===== src/rtl/op_sampler_pkg.sv =====
package op_sampler_pkg;

    typedef enum logic {
        POP_INST = 1'b0,
        POP_UOP  = 1'b1
    } pop_e;

    localparam int          LFSR_W    = 16;
    localparam logic [15:0] LFSR_TAPS = 16'hB400;  // bits 15,13,12,10
    localparam logic [15:0] LFSR_SEED = 16'hACE1;

endpackage


===== src/rtl/op_sampler_lfsr.sv =====
module op_sampler_lfsr #(
    parameter int              W    = 16,
    parameter logic [W-1:0]    TAPS = 16'hB400,
    parameter logic [W-1:0]    SEED = 16'hACE1
) (
    input  logic         clk,
    input  logic         rst_n,
    input  logic         adv,
    output logic [W-1:0] next_o
);

    logic [W-1:0] state_d, state_q;

    always_comb begin
        next_o  = {state_q[W-2:0], ^(state_q & TAPS)};
        state_d = adv ? next_o : state_q;
    end

    always_ff @(posedge clk) begin
        if (!rst_n) state_q <= SEED;
        else        state_q <= state_d;
    end

endmodule


===== src/rtl/op_sampler_sat_cnt.sv =====
module op_sampler_sat_cnt #(
    parameter int W = 32
) (
    input  logic         clk,
    input  logic         rst_n,
    input  logic         clr,
    input  logic         inc,
    output logic [W-1:0] count
);

    logic [W-1:0] cnt_d, cnt_q;

    always_comb begin
        cnt_d = cnt_q;
        if (clr)                        cnt_d = '0;
        else if (inc && (cnt_q != '1))  cnt_d = cnt_q + 1'b1;
    end

    always_ff @(posedge clk) begin
        if (!rst_n) cnt_q <= '0;
        else        cnt_q <= cnt_d;
    end

    assign count = cnt_q;

endmodule


===== src/rtl/op_sampler_interval.sv =====
module op_sampler_interval #(
    parameter int INT_W        = 16,
    parameter int JIT_W        = 8,
    parameter int MIN_INTERVAL = 4
) (
    input  logic             clk,
    input  logic             rst_n,
    input  logic             op_cnt,
    input  logic [INT_W-1:0] cfg_interval,
    input  logic             jit_en,
    input  logic [JIT_W-1:0] jit_in,
    output logic             samp_pt
);

    localparam int CW = INT_W + 1;
    localparam logic [INT_W-1:0] MIN_V = INT_W'(MIN_INTERVAL);

    typedef struct packed {
        logic [CW-1:0]    cnt;
        logic [JIT_W-1:0] jit;
    } ival_t;

    ival_t s_d, s_q;
    logic [INT_W-1:0] eff;
    logic [CW-1:0]    thr;

    always_comb begin
        eff     = (cfg_interval < MIN_V) ? MIN_V : cfg_interval;
        thr     = CW'(eff) + CW'(s_q.jit);
        samp_pt = op_cnt && ((s_q.cnt + 1'b1) >= thr);
        s_d     = s_q;
        if (samp_pt) begin
            s_d.cnt = '0;
            s_d.jit = jit_en ? jit_in : '0;
        end else if (op_cnt) begin
            s_d.cnt = s_q.cnt + 1'b1;
        end
    end

    always_ff @(posedge clk) begin
        if (!rst_n) s_q <= '0;
        else        s_q <= s_d;
    end

endmodule


===== src/rtl/op_sampler.sv =====
module op_sampler
    import op_sampler_pkg::*;
#(
    parameter int INT_W        = 16,
    parameter int MIN_INTERVAL = 4,
    parameter int JIT_W        = 8,
    parameter int COLL_W       = 32
) (
    input  logic              clk,
    input  logic              rst_n,
    input  logic              inst_valid,
    input  logic              uop_valid,
    input  logic              done_i,
    input  logic [INT_W-1:0]  cfg_interval,
    input  logic              cfg_jitter_en,
    input  logic              cfg_pop_sel,
    input  logic              coll_clr,
    output logic              sample_mark,
    output logic              busy,
    output logic [COLL_W-1:0] coll_count
);

    typedef struct packed {
        logic busy;
    } trk_t;

    trk_t t_d, t_q;
    pop_e pop;
    logic op_cnt;
    logic samp_pt;
    logic collide;
    logic [LFSR_W-1:0] lfsr_next;

    always_comb begin
        pop         = pop_e'(cfg_pop_sel);
        op_cnt      = (pop == POP_UOP) ? uop_valid : inst_valid;
        sample_mark = samp_pt && !t_q.busy;
        collide     = samp_pt && t_q.busy;
        t_d         = t_q;
        if (sample_mark)  t_d.busy = 1'b1;
        else if (done_i)  t_d.busy = 1'b0;
    end

    always_ff @(posedge clk) begin
        if (!rst_n) t_q <= '0;
        else        t_q <= t_d;
    end

    assign busy = t_q.busy;

    op_sampler_interval #(
        .INT_W(INT_W), .JIT_W(JIT_W), .MIN_INTERVAL(MIN_INTERVAL)
    ) u_ival (
        .clk(clk), .rst_n(rst_n), .op_cnt(op_cnt),
        .cfg_interval(cfg_interval), .jit_en(cfg_jitter_en),
        .jit_in(lfsr_next[JIT_W-1:0]), .samp_pt(samp_pt)
    );

    op_sampler_lfsr #(
        .W(LFSR_W), .TAPS(LFSR_TAPS), .SEED(LFSR_SEED)
    ) u_lfsr (
        .clk(clk), .rst_n(rst_n), .adv(samp_pt), .next_o(lfsr_next)
    );

    op_sampler_sat_cnt #(
        .W(COLL_W)
    ) u_coll (
        .clk(clk), .rst_n(rst_n), .clr(coll_clr), .inc(collide),
        .count(coll_count)
    );

endmodule


===== config.mk =====
export PLATFORM = sky130hd
export DESIGN_NAME = op_sampler
export DESIGN_NICKNAME = d
export VERILOG_FILES = /design/src/rtl/op_sampler_pkg.sv /design/src/rtl/op_sampler_lfsr.sv /design/src/rtl/op_sampler_sat_cnt.sv /design/src/rtl/op_sampler_interval.sv /design/src/rtl/op_sampler.sv
export SDC_FILE = /design/constraint.sdc
export NUM_CORES = 1
export LEC_CHECK = 0
export ABC_AREA = 1
export BUFFER_PORTS_ARGS = -buffer_cell sky130_fd_sc_hd__buf_2
export CORE_AREA = 2 2 143 145
export CTS_BUF_LIST = sky130_fd_sc_hd__clkbuf_8
export CTS_CLUSTER_SIZE = 12
export DETAILED_ROUTE_END_ITERATION = 12
export DIE_AREA = 0 0 145 147
export GPL_TIMING_DRIVEN = 1
export PLACE_DENSITY = 0.5
export SLEW_MARGIN = 10
export SYNTH_ARGS = -nofsm -noshare
export SYNTH_HDL_FRONTEND = slang
export SYNTH_SLANG_ARGS = --single-unit
export TNS_END_PERCENT = 10

===== constraint.sdc =====
create_clock -name clk -period 7.3 [get_ports clk]
set_input_delay 1.095 -clock clk [delete_from_list [all_inputs] [get_ports clk]]
set_output_delay 1.095 -clock clk [all_outputs]
set_load 0.05 [all_outputs]

* Word-level counts from Yosys, hierarchy flattened *
Cells that the tools add are included.

word-level totals
  register bits = 74
  input bits = 24
  output and inout port bits = 34
  word-level logic and storage cells = 26

operators by class
  add/subtract/negate cells = 3
  order comparisons = 2
  eq/ne operators = 1
  multiplexer cells = 5
  bitwise gates (word level) = 1
  reductions and logical operators = 9

operators by type and width
  kind                   number
  $add 32x1->32 const B  1
  $ne 32x32->1 const B   1
  $add 16x8->17          1
  $add 17x1->17 const B  1
  $ge 17x17->1           1
  $lt 16x3->1 const B    1
  $mux 16                1
  $reduce_xor 16->1      1
  $mux 8                 1
  $logic_and 1x1->1      4
  $reduce_or 2->1        2
  $mux 1                 3
  $reduce_bool 2->1      1
  $logic_not 1->1        1
  $not 1->1              1

* Longest topological paths before layout *
Gate-level depths: netlist (run 1).

  depth after elaboration = 7
  depth in mapped cells = 28

* Modules after synthesis *
A second synthesis (run 1) with hierarchy kept.

second synthesis, totals
  cell total of the unflattened synthesis = 825
  area, all modules = 5,337.6 um2

by module, submodules not included
  module               instances  cells each  area each (um2)  seq. area each (um2)
  op_sampler_interval  1          384         2,446.1          500.5
  op_sampler_sat_cnt   1          332         2,069.5          640.6
  op_sampler_lfsr      1          96          748.2            320.3
  op_sampler           1          13          73.8             20.0

* Least setup slack after synthesis (run 1) *
No wires, ideal clock.

  path kind = input to output
  start point = in cfg_interval[15]
  end point = out sample_mark
  arrival time = 4.599 ns
  slack = 1.606 ns
  cell stages on the path = 27
  path buffers = 1
  cell sequence = nor4_1 -> nand3_1 -> nor4_1 -> nor2_1 -> ha_1 -> fa_1 -> nand3_1 -> nand2_1 -> nand4_1 -> o211ai_1 -> nand3_1 -> nor2_1 -> xnor2_1 -> ha_1 -> nand2_1 -> nor2_1 -> nand2_1 -> nor2_1 -> nand2_1 -> nand2_1 -> nor2_2 -> nand2_4 -> nand2_2 -> inv_2 -> buf_4 -> nand2_1 -> inv_1

on the way
  cells in the longest elaborated chain, start to end = 6

RTL lines
  what                   line                       RTL
  start: declaration     op_sampler.sv:14           input logic [INT_W-1:0] cfg_interval,
  $lt 16x3->1            op_sampler_interval.sv:28  eff = (cfg_interval < MIN_V) ? MIN_V : cfg_interval;
  $mux 16 (*)            op_sampler_interval.sv:28
  $add 16x8->17 (*)      op_sampler_interval.sv:29  thr = CW'(eff) + CW'(s_q.jit);
  $ge 17x17->1 (*)       op_sampler_interval.sv:30  samp_pt = op_cnt && ((s_q.cnt + 1'b1) >= thr);
  $logic_and 1x1->1 (*)  op_sampler_interval.sv:30
  $logic_and 1x1->1 (*)  op_sampler.sv:37           sample_mark = samp_pt && !t_q.busy;
  end: declaration       op_sampler.sv:18           output logic sample_mark,

Mark *: on every way between the ends. The rest lies on a longest branch, timed or not.

* Final worst setup path (run 1) *
Ends and elaborated chain as after synthesis.

==> impl_metrics.tcl, run 1 <==
set metrics [dict create \
    outcome "complete, no violations" \
    vdd_drop_max_uv 61.5 \
    crit_start "cfg_interval[15]" \
    synth_cell_types 37 \
    seq_area_frac_synth_pct 30.4 \
    coreArea_sq_mm 0.0198 \
    r2r_cells 21 \
    ios 58 \
    port_buffers 57 \
    synth_edf_count 0 \
    max_stage_delay_ps 410 \
    die_w_microns 145 \
    ys_seq_elements 74 \
    finalMaxSlewViolations 0 \
    placementRows 52 \
    track_usage_pct 11.8 \
    fin_area_sq_mm 0.00555 \
    vias_per_cell 4.36 \
    period_share_pct 87.4 \
    post_cts_buffers 0 \
    yosysTopAreaCell "dfxtp_1" \
    overflow 0 \
    place_area_sq_mm 0.00535 \
    grt_max_degree 31 \
    hp-class "flop to flop" \
    cts_resized 0 \
    final_antenna_net_count 0 \
    grt_setup_unrepaired "false" \
    async_flop_share_pct 0 \
    drt-initial-drc-count 185 \
    fin_worst_skew_ps 22.9 \
    nets 803 \
    setup.worst_path.end "sample_mark" \
    ys_top_cells_by_area "dfxtp_1 30%, nand2_1 16%, ha_1 6.9%" \
    yosys-top-cells-count "204 x nand2_1, 74 x dfxtp_1, 69 x nor2_1" \
    crit_type "primary input to primary output" \
    ys_warn_count 0 \
    htreeDepth 3 \
    cts_tree "done" \
    synth.most_common_cell "nand2_1" \
    fin_setup_tns_ps 0 \
    cp_max_fo 18 \
    r2r_start "u_ival.s_q[0]" \
    drcViolationCount 0 \
    drive_gt1_share_pct 14.4 \
    clk_pin_slew_worst_paths_ps 90 \
    dp_hpwl_microns 9440 \
    syn-cell-area_sq_mm 0.00488 \
    postCtsHoldBufs 0 \
    synthesis.instances 708 \
    vias 4470 \
    synth_top_area_share_pct 30.4 \
    slew_headroom_pct 36.5 \
    drv_cap 0 \
    drtPass1Iterations 4 \
    wirelength_microns 12200 \
    post-place-cells 1010 \
    slowest_stage "fa_1" \
    tightest_slew_ps 951 \
    avgSynthCellArea_sq_um 6.89 \
    cts_num_sinks 74 \
    required_ps 6200 \
    crit_top_cell "nand3_1" \
    cellPowerDensity_mw_per_mm2 152 \
    area_growth_pct 13.8 \
    crit_path_end_kind "primary output" \
    start_util_pct 24.6 \
    wire_per_inst_microns 11.9 \
    cts-buffers-inserted 9 \
    die_height_microns 147 \
    synth_nets 760 \
    fin_cells 1026 \
    r2r_end "u_ival.s_q[10]" \
    n_antenna_cell 0 \
    routabilityCongestion 0.835 \
    grt_pass1_vias 4175 \
    worstSetupStartpointType "primary input" \
    clock_latency_ps 370 \
    root_buffer "clkbuf_8" \
    cts_buffer_depth 2 \
    worstPathArrival_ps 5290 \
    die-area_sq_mm 0.0213 \
    ys.flop_type "dfxtp_1" \
    max_freq_ghz 0.157 \
    path_cells "buf_2 > nor4_1 > nand3_1 > nor4_1 > nor2_1 > ha_1 > fa_1 > nand3_1 > nand2_1 > nand4_1 > o211ai_1 > nand3_1 > nor2_1 > xor2_1 > ha_1 > nand4_1 > nor3_1 > nand2_2 > nand2_4 > nand2_2 > inv_2 > nand2_1 > inv_1 > buf_2" \
    period_needed_ps 6380 \
    hold_viol 0 \
    regToRegSetupSlack_ps 3450 \
    leakage_nw 2.31 \
    setup_viol 0 \
    grt_pass1_wl_microns 20600 \
    antenna_found_initial 0 \
]
## state kept, by name (all words and copies together), names as in the netlist
register and flops:
u_coll.count 32, u_lfsr.state_q 16, busy 1, u_ival.s_q 25
## stage by stage
stage | util (%) | total power [mW] | setup WS (ps) | hold WS (ps)
CTS | 28.0 | 0.857 | 853 | 456
finish | 28.0 | 0.843 | 917 | 452
global placement | 27.0 | 0.522 | 958 | 433
floorplan | - | 0.497 | 1610 | 419
detailed placement | 27.0 | 0.522 | 853 | 439
global route | 28.0 | 0.887 | 377 | 477
## worst min-delay path by stage
| stage | start | endpoint | slack (ps) | depth (start not counted) |
|---|---|---|---|---|
| after global placement | u_lfsr.state_q[2] | u_lfsr.state_q[2] | 430 | 2 |
| final | u_lfsr.state_q[4] | u_lfsr.state_q[4] | 450 | 2 |
| after global routing | u_lfsr.state_q[4] | u_lfsr.state_q[4] | 480 | 2 |
| after floorplan | u_lfsr.state_q[4] | u_lfsr.state_q[4] | 420 | 2 |
| after CTS | u_lfsr.state_q[4] | u_lfsr.state_q[4] | 460 | 2 |
| after detailed placement | u_lfsr.state_q[1] | u_lfsr.state_q[1] | 440 | 2 |
## critical path: cells and delay by family
family | cells | cell delay (ps)
compound gates | 1 | 130
buf+inv | 4 | 770
xor+xnor | 1 | 150
fa+ha+maj | 3 | 950
simple gates | 15 | 2190
## power by group
part / leakage (nW) / total [mW] / switching, mW / internal (mW)
Clock: 0.102 / 0.332 / 0.171 / 0.161
Sequential: 0.599 / 0.420 / 0.00735 / 0.413
Combinational: 1.61 / 0.0907 / 0.0585 / 0.0322
## layout make-up
type                       count  area (sq um)
tap                          270           338
clock inverter                 7          76.3
timing repair buffer          57           285
sequential                    74          1480
fill                        2207         14300
inverter                      60           225
multi-input combinational    549          3020
clock buffer                   9           124
## cell usage in the layout (no fill, tap or decap), drive strengths merged
cell type / Yosys / layout
nor3: 18 / 18
nor4: 3 / 3
ha: 27 / 27
xor2: 34 / 34
inv: 59 / 63
buf: 13 / 57
and2: 3 / 3
o211ai: 2 / 2
fa: 1 / 1
dfxtp: 74 / 74
clkinvlp: 0 / 1
clkinv: 1 / 2
o21ai: 16 / 16
nor2: 77 / 77
bufinv: 0 / 1
o21bai: 1 / 1
or2: 3 / 3
nand4: 23 / 23
a21o: 1 / 1
a31o: 2 / 2
clkbuf: 12 / 9
and3: 1 / 1
nand3b: 2 / 2
xnor2: 21 / 21
nand3: 42 / 42
a21oi: 57 / 57
nand2: 215 / 215
## layer usage
layer	part of all wire, %	vias up	track usage (%)
met3	3.5	9	2.61
met1	50	2016	15.8
met4	1.1	0	3.12
met5	0	-	0
met2	46	65	19.2
li1	-	2380	-
## cell families after synthesis
family                     share of synthesized area, %
AOI/OAI and AO/OA                                  8.46
xor gates and xnor gates                           9.87
adders and majority gates                          7.33
buffers and inverters                              7.69
DFF                                                30.4
and+or+nand+nor                                    36.3
No activity file was read; power rests on OpenSTA's default activity.
==> inputs of run 2 (changes only) <==
--- a/config.mk
+++ b/config.mk
@@ -5,13 +5,12 @@
 export SDC_FILE = /design/constraint.sdc
 export NUM_CORES = 1
 export LEC_CHECK = 0
-export ABC_AREA = 1
 export BUFFER_PORTS_ARGS = -buffer_cell sky130_fd_sc_hd__buf_2
-export CORE_AREA = 2 2 143 145
+export CORE_AREA = 2 2 140 142
 export CTS_BUF_LIST = sky130_fd_sc_hd__clkbuf_8
 export CTS_CLUSTER_SIZE = 12
 export DETAILED_ROUTE_END_ITERATION = 12
-export DIE_AREA = 0 0 145 147
+export DIE_AREA = 0 0 142 144
 export GPL_TIMING_DRIVEN = 1
 export PLACE_DENSITY = 0.5
 export SLEW_MARGIN = 10
==> impl_metrics.tcl, run 2 <==
set metrics [dict create \
    r2r_start "u_ival.s_q[1]" \
    final_common_cell "nand2_1" \
    avgSynthCellArea_sq_um 7.92 \
    drv_cap 0 \
    ys_top_cells_by_area "dfxtp_1 32%, ha_1 7.3%, nand2_1 6.6%" \
    ys_warn_count 0 \
    outcome "complete, no violations" \
    synth_top_area_share_pct 31.9 \
    crit_type "primary input to primary output" \
    port_buffers 57 \
    n_antenna_cell 0 \
    antenna_found_initial 0 \
    vdd_drop_max_uv 93.7 \
    cts_resized 0 \
    regToRegSetupSlack_ps 2550 \
    drive_gt1_share_pct 14.4 \
    grt_setup_unrepaired "false" \
    ios 58 \
    power_uw 792 \
    ys_seq_elements 74 \
    drt-initial-drc-count 324 \
    grt_pass1_vias 3957 \
    drcViolationCount 0 \
    required_ps 6200 \
    finalMaxSlewViolations 0 \
    synth_cell_types 57 \
    postCtsHoldBufs 0 \
    grt_max_degree 81 \
    setup_viol 0 \
    synth_nets 639 \
    synth.most_common_cell "nand2_1" \
    area_growth_pct 14.6 \
    drtPass1Iterations 5 \
    post_cts_buffers 0 \
    worstPathArrival_ps 5620 \
    period_share_pct 92.0 \
    cts-buffers-inserted 9 \
    worstSetupStartpointType "primary input" \
    cts_num_sinks 74 \
    fin_area_sq_mm 0.00533 \
    track_usage_pct 12.2 \
    async_flop_share_pct 0 \
    placementRows 51 \
    hold_end "u_lfsr.state_q[8]" \
    cp_max_fo 8 \
    path_cells "buf_2 > nor4_1 > nand4_1 > and2_1 > ha_1 > a21o_1 > a21oi_1 > o21ai_0 > a311oi_2 > nor4_1 > a311oi_1 > ha_1 > nand4_1 > or3_1 > o211a_2 > nor2_1 > buf_2" \
    syn-cell-area_sq_mm 0.00465 \
    yosys-top-cells-count "82 x nand2_1, 74 x dfxtp_1, 43 x nand3_1" \
    final_cell_mix "82 x nand2_1, 74 x dfxtp_1, 57 x buf_2, 43 x nand3_1, 40 x nor2_1" \
    synthesis.instances 587 \
    max_stage_delay_ps 620 \
    yosysTopAreaCell "dfxtp_1" \
    htreeDepth 3 \
    wire_per_inst_microns 13.9 \
    overflow 0 \
    hold_viol 0 \
    r2r_cells 15 \
    slowest_stage "a311oi_2" \
    start_util_pct 24.4 \
    vias 4182 \
    holdWs_ps 467 \
    routabilityCongestion 0.811 \
    cellPowerDensity_mw_per_mm2 149 \
    fin_worst_skew_ps 14.6 \
    nets 677 \
    die_height_microns 144 \
    fin_setup_tns_ps 0 \
    coreArea_sq_mm 0.0191 \
    whs_path_depth 2 \
    seq_area_frac_synth_pct 31.9 \
    clock_latency_ps 370 \
    largest_reg_flops 32 \
    wirelength_microns 12000 \
    final_antenna_net_count 0 \
    synth_edf_count 0 \
    period_needed_ps 6720 \
    vias_per_cell 4.82 \
    tightest_slew_ps 996 \
    crit_path_end_kind "primary output" \
    place_area_sq_mm 0.00512 \
    max_freq_ghz 0.149 \
    slew_headroom_pct 33.6 \
    hp-class "flop to flop" \
    dp_hpwl_microns 8830 \
    root_buffer "clkbuf_8" \
    cts_tree "done" \
    ys.flop_type "dfxtp_1" \
    cts_buffer_depth 2 \
    die-area_sq_mm 0.0204 \
    die_w_microns 142 \
    r2r_end "u_ival.s_q[9]" \
    grt_pass1_wl_microns 20100 \
    hold_start "u_lfsr.state_q[8]" \
    leakage_nw 2.09 \
    clk_pin_slew_worst_paths_ps 70 \
]
run 2: cell count changes in the layout (fill, tap and decap cells not counted), moves of 14 or more:
cell      change
a21boi_0     +16
nand2_1     -122
a21oi_1      -25
or3_1        +20
and3_1       +14
inv_1        -51
nor2_1       -29
run 2: metal layers:
| layer | global-route usage [%] | wire length (microns) | vias to the layer above |
|---|---|---|---|
| li1 | - | - | 2203 |
| met1 | 16.3 | 6090 | 1907 |
| met2 | 19.9 | 5440 | 59 |
| met3 | 1.79 | 317 | 13 |
| met4 | 4.89 | 202 | 0 |
| met5 | 0 | 0 | - |
run 2: cell families (layout without fill, tap and decap cells):
group                    count (synthesis)  count (layout)  share of synthesized area, %
AND/OR/NAND/NOR                        281             281                          30.9
XOR/XNOR                                44              44                          8.29
adder cells (fa/ha/maj)                 28              28                          7.70
flip-flops                              74              74                          31.9
AO/OA/AOI/OAI                          111             111                          15.9
multiplexers                             7               7                          1.53
buffers and inverters                   42              85                          3.79
run 2: metrics by stage:
step	utilization, %	setup WS (ps)	cells
floorplan	-	775	587
global placement	26.9	614	852
detailed placement	26.9	633	852
CTS	27.9	622	868
global route	27.9	273	868
finish	27.9	581	868
run 2: worst max-delay path by stage:
stage	from	endpoint	slack, ps	cells after the start
after floorplan	cfg_interval[11]	sample_mark	770	18
after global placement	cfg_interval[13]	sample_mark	610	17
after detailed placement	cfg_interval[13]	sample_mark	630	17
after CTS	cfg_interval[13]	sample_mark	620	17
after global routing	cfg_interval[13]	sample_mark	270	17
final	cfg_interval[13]	sample_mark	580	17
run 2: critical path, delay by kind of cell:
kind	cells	cell delay, ps
buf+inv	2	440
simple gates	7	1820
fa+ha+maj	2	460
compound gates	6	1780
run 2: where the power goes:
part	total (mW)	internal [mW]	switching (mW)
combinational	0.0536	0.0207	0.0329
clock	0.333	0.175	0.158
sequential	0.406	0.405	0.00155
total	0.792	0.600	0.192
run 2: cell type report:
type	count	area [sq um]
fillers	2070	13800
multi-input cells	471	2990
inverters	6	22.5
flip-flops and latches	74	1480
clock inverters	5	53.8
well taps	238	298
clock buffers	11	151
repair buffers	63	330
